### config.mk
export PLATFORM = sky130hd
export DESIGN_NAME = serial_word_framer
export DESIGN_NICKNAME = d
export VERILOG_FILES = /design/src/rtl/framer_pkg.sv /design/src/rtl/fr_ctrl.sv /design/src/rtl/fr_dpath.sv /design/src/rtl/serial_word_framer.sv
export SDC_FILE = /design/constraint.sdc
export NUM_CORES = 1
export LEC_CHECK = 0
export BUFFER_PORTS_ARGS = -buffer_cell sky130_fd_sc_hd__buf_2
export CAP_MARGIN = 20
export CORE_MARGIN = 1
export CORE_UTILIZATION = 40
export DETAILED_ROUTE_END_ITERATION = 16
export HOLD_SLACK_MARGIN = 0.06
export RECOVER_POWER = 100
export SYNTH_ARGS = -nofsm -noshare
export SYNTH_HDL_FRONTEND = slang
export SYNTH_SLANG_ARGS = --single-unit
### constraint.sdc
create_clock -name clk -period 1.8 [get_ports clk]
set_input_delay 0.36 -clock clk [delete_from_list [all_inputs] [get_ports clk]]
set_output_delay 0.36 -clock clk [all_outputs]
set_load 0.02 [all_outputs]
### src/rtl/framer_pkg.sv
`timescale 1ns/1ps
package framer_pkg;

  // Strobes from the control unit to the datapath, one cycle each.
  typedef struct packed {
    logic clearAll;   // power-down: drop everything
    logic capture;    // take wordIn into the holding register
    logic frameEnd;   // last slot of the current frame
    logic loadWord;   // frameEnd with a word held: load it
    logic shiftEn;    // advance the shift register by one slot
  } fr_ctrl_t;

endpackage

### src/rtl/fr_ctrl.sv
`timescale 1ns/1ps
module fr_ctrl
  import framer_pkg::*;
#(
  parameter int FRAME_W = 14,
  parameter int LONG_W  = 16,
  parameter int CAD_LEN = 3
) (
  input  logic     clk,
  input  logic     rstN,
  input  logic     pwrDown,
  input  logic     overclock,
  input  logic     strobePulse,
  output fr_ctrl_t ctrl,
  output logic     active,
  output logic     frameStart,
  output logic     overrun
);

  localparam int SLOT_W = $clog2(LONG_W);
  localparam int CAD_W  = $clog2(CAD_LEN + 1);
  localparam logic [SLOT_W-1:0] SHORT_LAST = SLOT_W'(FRAME_W - 1);
  localparam logic [SLOT_W-1:0] LONG_LAST  = SLOT_W'(LONG_W - 1);
  localparam logic [CAD_W-1:0]  CAD_LAST   = CAD_W'(CAD_LEN - 1);

  logic [SLOT_W-1:0] slotCnt;
  logic [SLOT_W-1:0] lastSlot;
  logic [CAD_W-1:0]  cadIdx;
  logic [CAD_W-1:0]  cadNext;
  logic              curLong;
  logic              holdValid;
  logic              overrunQ;
  logic              frameEnd;
  logic              consume;

  assign lastSlot = curLong ? LONG_LAST : SHORT_LAST;
  assign frameEnd = active && (slotCnt == lastSlot);
  assign consume  = frameEnd && holdValid;

  // Cadence position for the frame that follows the current one.
  always_comb begin
    if (!overclock) begin
      cadNext = '0;
    end else if (cadIdx == CAD_LAST) begin
      cadNext = '0;
    end else begin
      cadNext = cadIdx + CAD_W'(1);
    end
  end

  // Slot counter, cadence position and frame length.
  always_ff @(posedge clk or negedge rstN) begin
    if (!rstN) begin
      active  <= 1'b0;
      slotCnt <= '0;
      cadIdx  <= '0;
      curLong <= 1'b0;
    end else if (pwrDown) begin
      active  <= 1'b0;
      slotCnt <= '0;
      cadIdx  <= '0;
      curLong <= 1'b0;
    end else begin
      active <= 1'b1;
      if (active) begin
        if (frameEnd) begin
          slotCnt <= '0;
          cadIdx  <= cadNext;
          curLong <= overclock && (cadNext == CAD_LAST);
        end else begin
          slotCnt <= slotCnt + SLOT_W'(1);
        end
      end
    end
  end

  // Holding-register occupancy and overrun detection.
  always_ff @(posedge clk or negedge rstN) begin
    if (!rstN) begin
      holdValid <= 1'b0;
      overrunQ  <= 1'b0;
    end else if (pwrDown) begin
      holdValid <= 1'b0;
      overrunQ  <= 1'b0;
    end else begin
      overrunQ <= strobePulse && holdValid && !consume;
      if (strobePulse) begin
        holdValid <= 1'b1;
      end else if (consume) begin
        holdValid <= 1'b0;
      end
    end
  end

  always_comb begin
    ctrl.clearAll = pwrDown;
    ctrl.capture  = strobePulse && !pwrDown;
    ctrl.frameEnd = frameEnd && !pwrDown;
    ctrl.loadWord = consume && !pwrDown;
    ctrl.shiftEn  = active && !frameEnd && !pwrDown;
  end

  assign frameStart = active && (slotCnt == '0);
  assign overrun    = overrunQ;

endmodule

### src/rtl/fr_dpath.sv
`timescale 1ns/1ps
module fr_dpath
  import framer_pkg::*;
#(
  parameter int WORD_W = 12,
  parameter int MARK_W = 2,
  parameter logic [MARK_W-1:0] MARK_PAT = 2'b10,
  parameter int LONG_W = 16
) (
  input  logic              clk,
  input  logic              rstN,
  input  fr_ctrl_t          ctrl,
  input  logic [WORD_W-1:0] wordIn,
  output logic              serMsb
);

  localparam int PAD_W = LONG_W - WORD_W - MARK_W;

  logic [WORD_W-1:0] holdWord;
  logic [LONG_W-1:0] shiftReg;
  logic [LONG_W-1:0] loadVal;

  // Frame image: data MSB-first, framing bits, then zero padding.
  generate
    if (PAD_W > 0) begin : g_pad
      assign loadVal = {holdWord, MARK_PAT, {PAD_W{1'b0}}};
    end else begin : g_nopad
      assign loadVal = {holdWord, MARK_PAT};
    end
  endgenerate

  always_ff @(posedge clk or negedge rstN) begin
    if (!rstN) begin
      holdWord <= '0;
      shiftReg <= '0;
    end else if (ctrl.clearAll) begin
      holdWord <= '0;
      shiftReg <= '0;
    end else begin
      if (ctrl.capture) begin
        holdWord <= wordIn;
      end
      if (ctrl.frameEnd) begin
        shiftReg <= ctrl.loadWord ? loadVal : '0;
      end else if (ctrl.shiftEn) begin
        shiftReg <= {shiftReg[LONG_W-2:0], 1'b0};
      end
    end
  end

  assign serMsb = shiftReg[LONG_W-1];

endmodule

### src/rtl/serial_word_framer.sv
`timescale 1ns/1ps
module serial_word_framer
  import framer_pkg::*;
#(
  parameter int WORD_W  = 12,
  parameter int MARK_W  = 2,
  parameter int PAD_W   = 2,
  parameter int CAD_LEN = 3
) (
  input  logic              clk,
  input  logic              rstN,
  input  logic              pwrDown,
  input  logic              overclock,
  input  logic              strobePulse,
  input  logic [WORD_W-1:0] wordIn,
  output logic              serBit,
  output logic              serOe,
  output logic              frameStart,
  output logic              overrun
);

  localparam int FRAME_W = WORD_W + MARK_W;
  localparam int LONG_W  = FRAME_W + PAD_W;

  fr_ctrl_t ctrl;
  logic     active;
  logic     serMsb;

  fr_ctrl #(
    .FRAME_W (FRAME_W),
    .LONG_W  (LONG_W),
    .CAD_LEN (CAD_LEN)
  ) ctrl_i (
    .clk         (clk),
    .rstN        (rstN),
    .pwrDown     (pwrDown),
    .overclock   (overclock),
    .strobePulse (strobePulse),
    .ctrl        (ctrl),
    .active      (active),
    .frameStart  (frameStart),
    .overrun     (overrun)
  );

  fr_dpath #(
    .WORD_W   (WORD_W),
    .MARK_W   (MARK_W),
    .MARK_PAT (MARK_W'(2'b10)),
    .LONG_W   (LONG_W)
  ) dpath_i (
    .clk    (clk),
    .rstN   (rstN),
    .ctrl   (ctrl),
    .wordIn (wordIn),
    .serMsb (serMsb)
  );

  assign serOe  = active;
  assign serBit = active && serMsb;

endmodule

### Word level (Yosys, flattened, before mapping)

Index checks and enable logic that the tools add are counted.

* muxes and demuxes: 23
* equality and inequality tests: 3
* reduce and logical (&&, ||, !) cells: 22
* $add $sub $neg: 2

Operators with widths (count)
* $mux W16: 4
* $mux W12: 2
* $logic_and A1 B1 Y1: 12
* $mux W2: 6
* $mux W4: 3
* $mux W1: 8
* $reduce_bool A2 Y1: 3
* $reduce_bool A3 Y1: 2
* $add A4 B1 Y4 const B: 1
* $eq A2 B2 Y1 const B: 2
* $eq A4 B4 Y1: 1
* $logic_not A4 Y1: 1
* $logic_not A1 Y1: 3
* $add A2 B1 Y2 const B: 1
* $reduce_and A2 Y1: 1

* output and inout port bits: 4
* register bits after elaboration: 38
* logic and storage cells: 58

### Depth between registers and ports, before layout

Gate-level depths: netlist of run 1.

* depth in word-level cells: 9
* gate-level depth with buffers: 5
* mapped depth without buffers: 4

### Modules after synthesis

Synthesis of run 1 repeated with hierarchy kept, for this count alone.

* cells, all modules: 143
* area total of the unflattened synthesis: 1685.4 sq um

Modules (own cells, without submodules)
* fr_dpath: cells each 89, sequential area each 625.6 sq um, area an instance 1113.6 sq um, times used 1
* fr_ctrl: cells each 53, sequential area each 250.2 sq um, area an instance 565.5 sq um, times used 1
* serial_word_framer: cells each 1, sequential area each 0.0 sq um, area an instance 6.3 sq um, times used 1

### Worst setup path after synthesis of run 1

No wires, ideal clock.

* path kind: register to output
* from: reg ctrl_i.active
* to: out frameStart
* required time: 1.440 ns
* slack: -0.052 ns
* stages on the path, launching flop included: 4
* arrival time: 1.492 ns
* buffers on the path: 1
* cells stage by stage: dfrtp_1 > buf_4 > inv_1 > nor4b_1

* word-level cells in the longest chain between the ends: 1

RTL lines
* start, declared: line fr_ctrl.sv:15 `output logic active,`
* start signal, assigned: line fr_ctrl.sv:54 `active <= 1'b0;`
* start signal, assigned: line fr_ctrl.sv:59 `active <= 1'b0;`
* start signal, assigned: line fr_ctrl.sv:64 `active <= 1'b1;`
* $logic_and A1 B1 Y1: line fr_ctrl.sv:103 `assign frameStart = active && (slotCnt == '0);`
* end, declared: line serial_word_framer.sv:18 `output logic frameStart,`

No other way between the ends.

### Worst setup path in the final report of run 1

Same ends and word-level chain as after synthesis.

==> results.json, run 1 <==
{
  "post_cts_buffers": 0,
  "grt_pass1_wl_um": 6070,
  "synth_cell_types": 27,
  "synth_ff_type": "dfrtp_1",
  "place_ws_ps": 312,
  "numCtsBuffers": 5,
  "ys_ff_latch": 35,
  "rsz0062_at_grt": "no",
  "grt_max_degree": 36,
  "syn_avg_cell_area_sq_um": 10.3,
  "drt_iter0_drc": 44,
  "regToRegSetupSlack_ps": 330,
  "finalHoldViolCount": 0,
  "fin_crit_ps": 1700,
  "cpMaxStageDelayCell": "dfrtp_2",
  "status": "finished clean",
  "power.total_mw": 1.55,
  "synth_top_area_cell": "dfrtp_1",
  "hold_path_class": "input port to async pin",
  "fin_ws_ps": 99.2,
  "worstSetupStartpoint": "ctrl_i.active",
  "finalMaxSlewViolations": 0,
  "cts.repair.resized": 1,
  "dieArea_sq_um": 4430,
  "yosysSeqAreaShare": 0.526,
  "ctsLongestPathBuffers": 2,
  "crit_family": "flip-flops",
  "grt_overflow": 0,
  "post-route-period-util": 0.945,
  "cts_tree": "done",
  "globalplace.congestion": 0.747,
  "final_layout_size_suffix_gt1_frac": 0.188,
  "synth_top_cell_area_share": 0.526,
  "num_rows": 23,
  "start_util": 0.416,
  "synthCells": 162,
  "worst-path-buf-inv": 2,
  "ant_nets": 0,
  "die_h_um": 66.5,
  "synthTopCellsByArea": "dfrtp_1 53%, o211ai_1 10%, mux2i_1 7.2%, nor2_1 3.8%, nand3_1 3.6%",
  "vias_per_cell": 5.46,
  "grt_usage": 0.185,
  "htreeDepth": 2,
  "area_growth_pct": 14.6,
  "syn_nets": 181,
  "worstSkewPairLatency_ps": 280,
  "nets": 205,
  "cp.required_ps": 1440,
  "setup_tns_ps": 0,
  "die_x_um": 66.5,
  "max_freq_ghz": 0.588,
  "path_cells": "inv_1 -> nor4b_2 -> buf_2",
  "worstMarginPinSlew_ps": 988,
  "drv_cap": 0,
  "critPathKind": "register to output port",
  "ioPinCount": 21,
  "fillerInstances": 390,
  "fin_area_sq_um": 1910,
  "drt-wirelength-per-cell_um": 14.7,
  "finalSetupViolCount": 0,
  "relSlewSlack": 0.341,
  "critPathMaxStageDelay_ps": 470,
  "grt_pass1_vias": 1346,
  "hpwl_um": 2400,
  "p_leak_nw": 0.859,
  "synth_most_common_cell": "dfrtp_1",
  "skew_ps": 9.47,
  "start_kind": "register",
  "powerDensity_nw_per_um2": 811,
  "vias": 1289,
  "peakVddDrop_mv": 0.509,
  "critPathArrivalTime_ps": 1340,
  "final_util": 0.477,
  "r2r_start": "ctrl_i.slotCnt[1]",
  "synth_edf_count": 0,
  "ys_async_sr_fraction": 1.00,
  "worstPathMaxFanout": 12,
  "clock-root-buffer": "clkbuf_8",
  "placed_cell_area_sq_um": 1840,
  "yosys-top-cells-count": "35 x dfrtp_1, 23 x o211ai_1, 17 x nor2_1",
  "port_buffers": 20,
  "wl_um": 3470,
  "dr.pass1.iters": 4,
  "end_kind": "output port",
  "ys_warn_count": 0,
  "hold_buffers": 0,
  "antenna_found_initial": 0,
  "clk_pin_slew_ps": 70,
  "syn_area_sq_um": 1670,
  "num_antenna_cells": 0,
  "cts_num_sinks": 35,
  "coreArea_sq_um": 4000,
  "remaining_drc_errors": 0
}
-- metrics by stage --
stage / hold slack (ps) / instances
6_report: 265 / 236
5_1_grt: 334 / 236
4_1_cts: 128 / 236
3_5_place_dp: 427 / 229
3_3_place_gp: 423 / 229
2_1_floorplan: 64.4 / 162
-- metal layers --
layer	global-route usage	vias to the layer above	wire length [um]
li1	-	622	-
met1	0.236	624	1630
met2	0.296	32	1620
met3	0.0342	11	139
met4	0.101	0	84
met5	0	-	0
-- area by class of cell --
cell class / instances / area [sq um] / area share
Sequential cell: 35 / 878 / 0.460
Multi-Input combinational cell: 110 / 703 / 0.369
Timing Repair Buffer: 29 / 158 / 0.0826
Clock buffer: 6 / 82.6 / 0.0433
Tap cell: 50 / 62.6 / 0.0328
Inverter: 5 / 18.8 / 0.00984
Clock inverter: 1 / 5.00 / 0.00262
-- cell families after synthesis --
family	share of synthesized area
mux	0.0721
xor+xnor	0.0256
buf+inv	0.0473
flops	0.526
compound gates	0.156
simple gates	0.159
fa+ha+maj	0.0150
-- sequential cells by signal, indices dropped and copies added, names as in the netlist --
signal and count:
dpath_i.shiftReg 13, dpath_i.holdWord 12, ctrl_i.slotCnt 4, ctrl_i.cadIdx 2, ctrl_i.active 1, ctrl_i.curLong 1, ctrl_i.holdValid 1, ctrl_i.overrun 1
-- path summary, 6_finish.rpt --
path | end | cells past startpoint
min in group clk | dpath_i.holdWord[2] | 3
min reg2reg | dpath_i.shiftReg[12] | 2
max in group asynchronous | ctrl_i.slotCnt[1] | 2
max | frameStart | 3
max reg2reg | ctrl_i.slotCnt[1] | 4
min | dpath_i.shiftReg[8] | 2
-- power breakdown --
group	internal [mW]	total (mW)	switching, mW
clock network	0.300	0.560	0.260
logic	0.0602	0.148	0.0882
registers	0.811	0.840	0.0284
total	1.17	1.55	0.377
-- placed cells by master, fill, tap and decap left out --
master	n
nand4b_1	1
nand2_1	14
nor2b_1	1
a21oi_1	6
dfrtp_1	33
a32oi_1	1
xor2_1	1
and2_1	1
mux2i_1	12
ha_1	2
dfrtp_2	2
and3_1	1
and2b_1	2
o21ai_0	5
o211ai_1	23
nor2_1	17
xnor2_1	3
nand3_1	12
buf_2	17
clkbuf_1	4
inv_1	5
a2111oi_0	1
nor4b_2	1
clkbuf_2	1
buf_4	7
nand4_1	2
clkbuf_8	6
or3_1	1
clkinv_2	1
a211oi_1	1
and4_1	2
(Power assumes the default switching activity.)
==> run 2, diff against run 1 <==
--- a/config.mk
+++ b/config.mk
@@ -9,6 +9,7 @@
 export CAP_MARGIN = 20
 export CORE_MARGIN = 1
 export CORE_UTILIZATION = 40
+export CTS_BUF_LIST = sky130_fd_sc_hd__clkbuf_8
 export DETAILED_ROUTE_END_ITERATION = 16
 export HOLD_SLACK_MARGIN = 0.06
 export RECOVER_POWER = 100
==> constraint.sdc (replaced) <==
create_clock -name clk -period 1.8 [get_ports clk]
set_input_delay 0.54 -clock clk [delete_from_list [all_inputs] [get_ports clk]]
set_output_delay 0.54 -clock clk [all_outputs]
set_load 0.02 [all_outputs]
==> run 2 against run 1 <==
  * Largest cell class unchanged
  * Core utilization increased by 2.2 points
  * Sequential cell count unchanged
  * Critical endpoint unchanged
  * Global-route usage about the same
  * Critical path type unchanged
==> results.json, run 2 (synthesis results as in run 1) <==
{
  "status": "finished clean",
  "critPathKind": "register to output port",
  "r2r-end": "dpath_i.shiftReg[11]",
  "r2r_start": "ctrl_i.active",
  "finalHoldWorstSlack_ps": 443,
  "vias_per_cell": 5.35,
  "worstSkewPairLatency_ps": 280,
  "remaining_drc_errors": 0,
  "peakVddDrop_mv": 0.528,
  "post-route-period-util": 0.990,
  "hold_buffers": 0,
  "ant_nets": 0,
  "critPathArrivalTime_ps": 1240,
  "max_freq_ghz": 0.561,
  "worstPathMaxFanout": 2,
  "die_h_um": 66.5,
  "hpwl_um": 2420,
  "cts_num_sinks": 35,
  "rr_worst_depth": 6,
  "dr.pass1.iters": 4,
  "drv_cap": 0,
  "globalplace.congestion": 0.761,
  "skew_ps": 4.87,
  "start_util": 0.416,
  "grt_usage": 0.185,
  "grt_pass1_wl_um": 6070,
  "path_cells": "inv_2 -> ha_4 -> nor4b_4 -> buf_4",
  "final_layout_size_suffix_gt1_frac": 0.221,
  "start_kind": "register",
  "drt-wirelength-per-cell_um": 15.0,
  "vias": 1283,
  "ioPinCount": 21,
  "setup_tns_ps": 0,
  "num_antenna_cells": 0,
  "largest_register": "dpath_i.shiftReg",
  "fillerInstances": 351,
  "multiInputGateArea_sq_um": 738,
  "grt_pass1_vias": 1327,
  "final_util": 0.499,
  "clk_pin_slew_ps": 70,
  "area_growth_pct": 19.8,
  "numCtsBuffers": 5,
  "finalHoldViolCount": 0,
  "final_common_cell": "dfrtp_1",
  "regToRegSetupSlack_ps": 120,
  "power.total_mw": 1.74,
  "end_kind": "output port",
  "num_rows": 23,
  "drt_iter0_drc": 26,
  "grt_max_degree": 36,
  "fin_crit_ps": 1780,
  "wl_um": 3600,
  "rsz0062_at_grt": "yes",
  "antenna_found_initial": 0,
  "dieArea_sq_um": 4430,
  "cp.required_ps": 1260,
  "grt_overflow": 0,
  "finalMaxSlewViolations": 0,
  "largest_register_ffs": 13,
  "p_leak_nw": 0.899,
  "coreArea_sq_um": 4000,
  "cts_tree": "done",
  "cpMaxStageDelayCell": "dfrtp_1",
  "worstMarginPinSlew_ps": 937,
  "critPathMaxStageDelay_ps": 390,
  "top_regs": "dpath_i.shiftReg: 13 flops, dpath_i.holdWord: 12 flops, ctrl_i.slotCnt: 4 flops",
  "powerDensity_nw_per_um2": 870,
  "ctsLongestPathBuffers": 2,
  "clock-root-buffer": "clkbuf_8",
  "layout.cells.most_common_list": "35 x dfrtp_1, 23 x o211ai_1, 17 x nor2_1, 14 x nand2_1, 14 x buf_2",
  "finalSetupViolCount": 0,
  "hold_path_class": "input port to async pin",
  "port_buffers": 20,
  "nets": 208,
  "seqCellArea_sq_um": 876,
  "die_x_um": 66.5,
  "relSlewSlack": 0.375,
  "htreeDepth": 2
}
-- run 2: changes by cell type in the layout (fill, tap and decap cells not counted), moves of 2 or more --
cell and delta:
inv_2 +2, buf_2 -3, dfrtp_1 +2, inv_1 -2, buf_4 +4, dfrtp_2 -2
clkbuf_2 +2
-- run 2: layout make-up --
type | count | share of cell area
Clock buffer | 6 | 0.0414
Clock inverter | 2 | 0.0176
Inverter | 5 | 0.00940
Multi-Input combinational cell | 110 | 0.370
Sequential cell | 35 | 0.439
Tap cell | 50 | 0.0313
Timing Repair Buffer | 32 | 0.0915
-- run 2: layer usage --
metal / vias up / routed length, um / track usage
met3: 2 / 134 / 0.0479
li1: 633 / - / -
met1: 622 / 1760 / 0.238
met4: 0 / 25 / 0.0638
met5: - / 0 / 0
met2: 26 / 1680 / 0.300
-- run 2: what timing repair did --
item                       in CTS  in global routing
buffers inserted                2                  1
setup endpoints to repair       1                  1
pin swaps                       0                  1
gates resized for setup         1                  5
-- run 2: metrics by stage --
step | area, sq um | setup slack [ps] | std cells
after global routing | 2000 | -34.2 | 240
after detailed placement | 1840 | 226 | 229
after global placement | 1840 | 289 | 229
after CTS | 1970 | 2.11 | 239
final | 2000 | 18.0 | 240
after floorplan | 1670 | 30.9 | 162
-- run 2: where the power goes --
part / switching [mW] / internal (mW) / total (mW) / leakage, nW
combinational: 0.105 / 0.0773 / 0.182 / 0.363
sequential: 0.0213 / 0.810 / 0.832 / 0.474
clock: 0.276 / 0.448 / 0.724 / 0.0612
-- run 2: how the worst max path moves through the flow --
stage               cells after the start              start             endpoint
floorplan                               3      ctrl_i.active           frameStart
global placement                        4            pwrDown  dpath_i.shiftReg[5]
detailed placement                      4  ctrl_i.slotCnt[0]           frameStart
CTS                                     4  ctrl_i.slotCnt[1]           frameStart
global route                            4  ctrl_i.slotCnt[1]           frameStart
finish                                  4  ctrl_i.slotCnt[1]           frameStart
-- run 2: worst max-delay path, delay by kind of cell, from the launching register on --
family                     cells  cell delay [ps]
buffers and inverters          2              270
adders and majority gates      1              130
and+or+nand+nor                1              180
DFF                            1              390
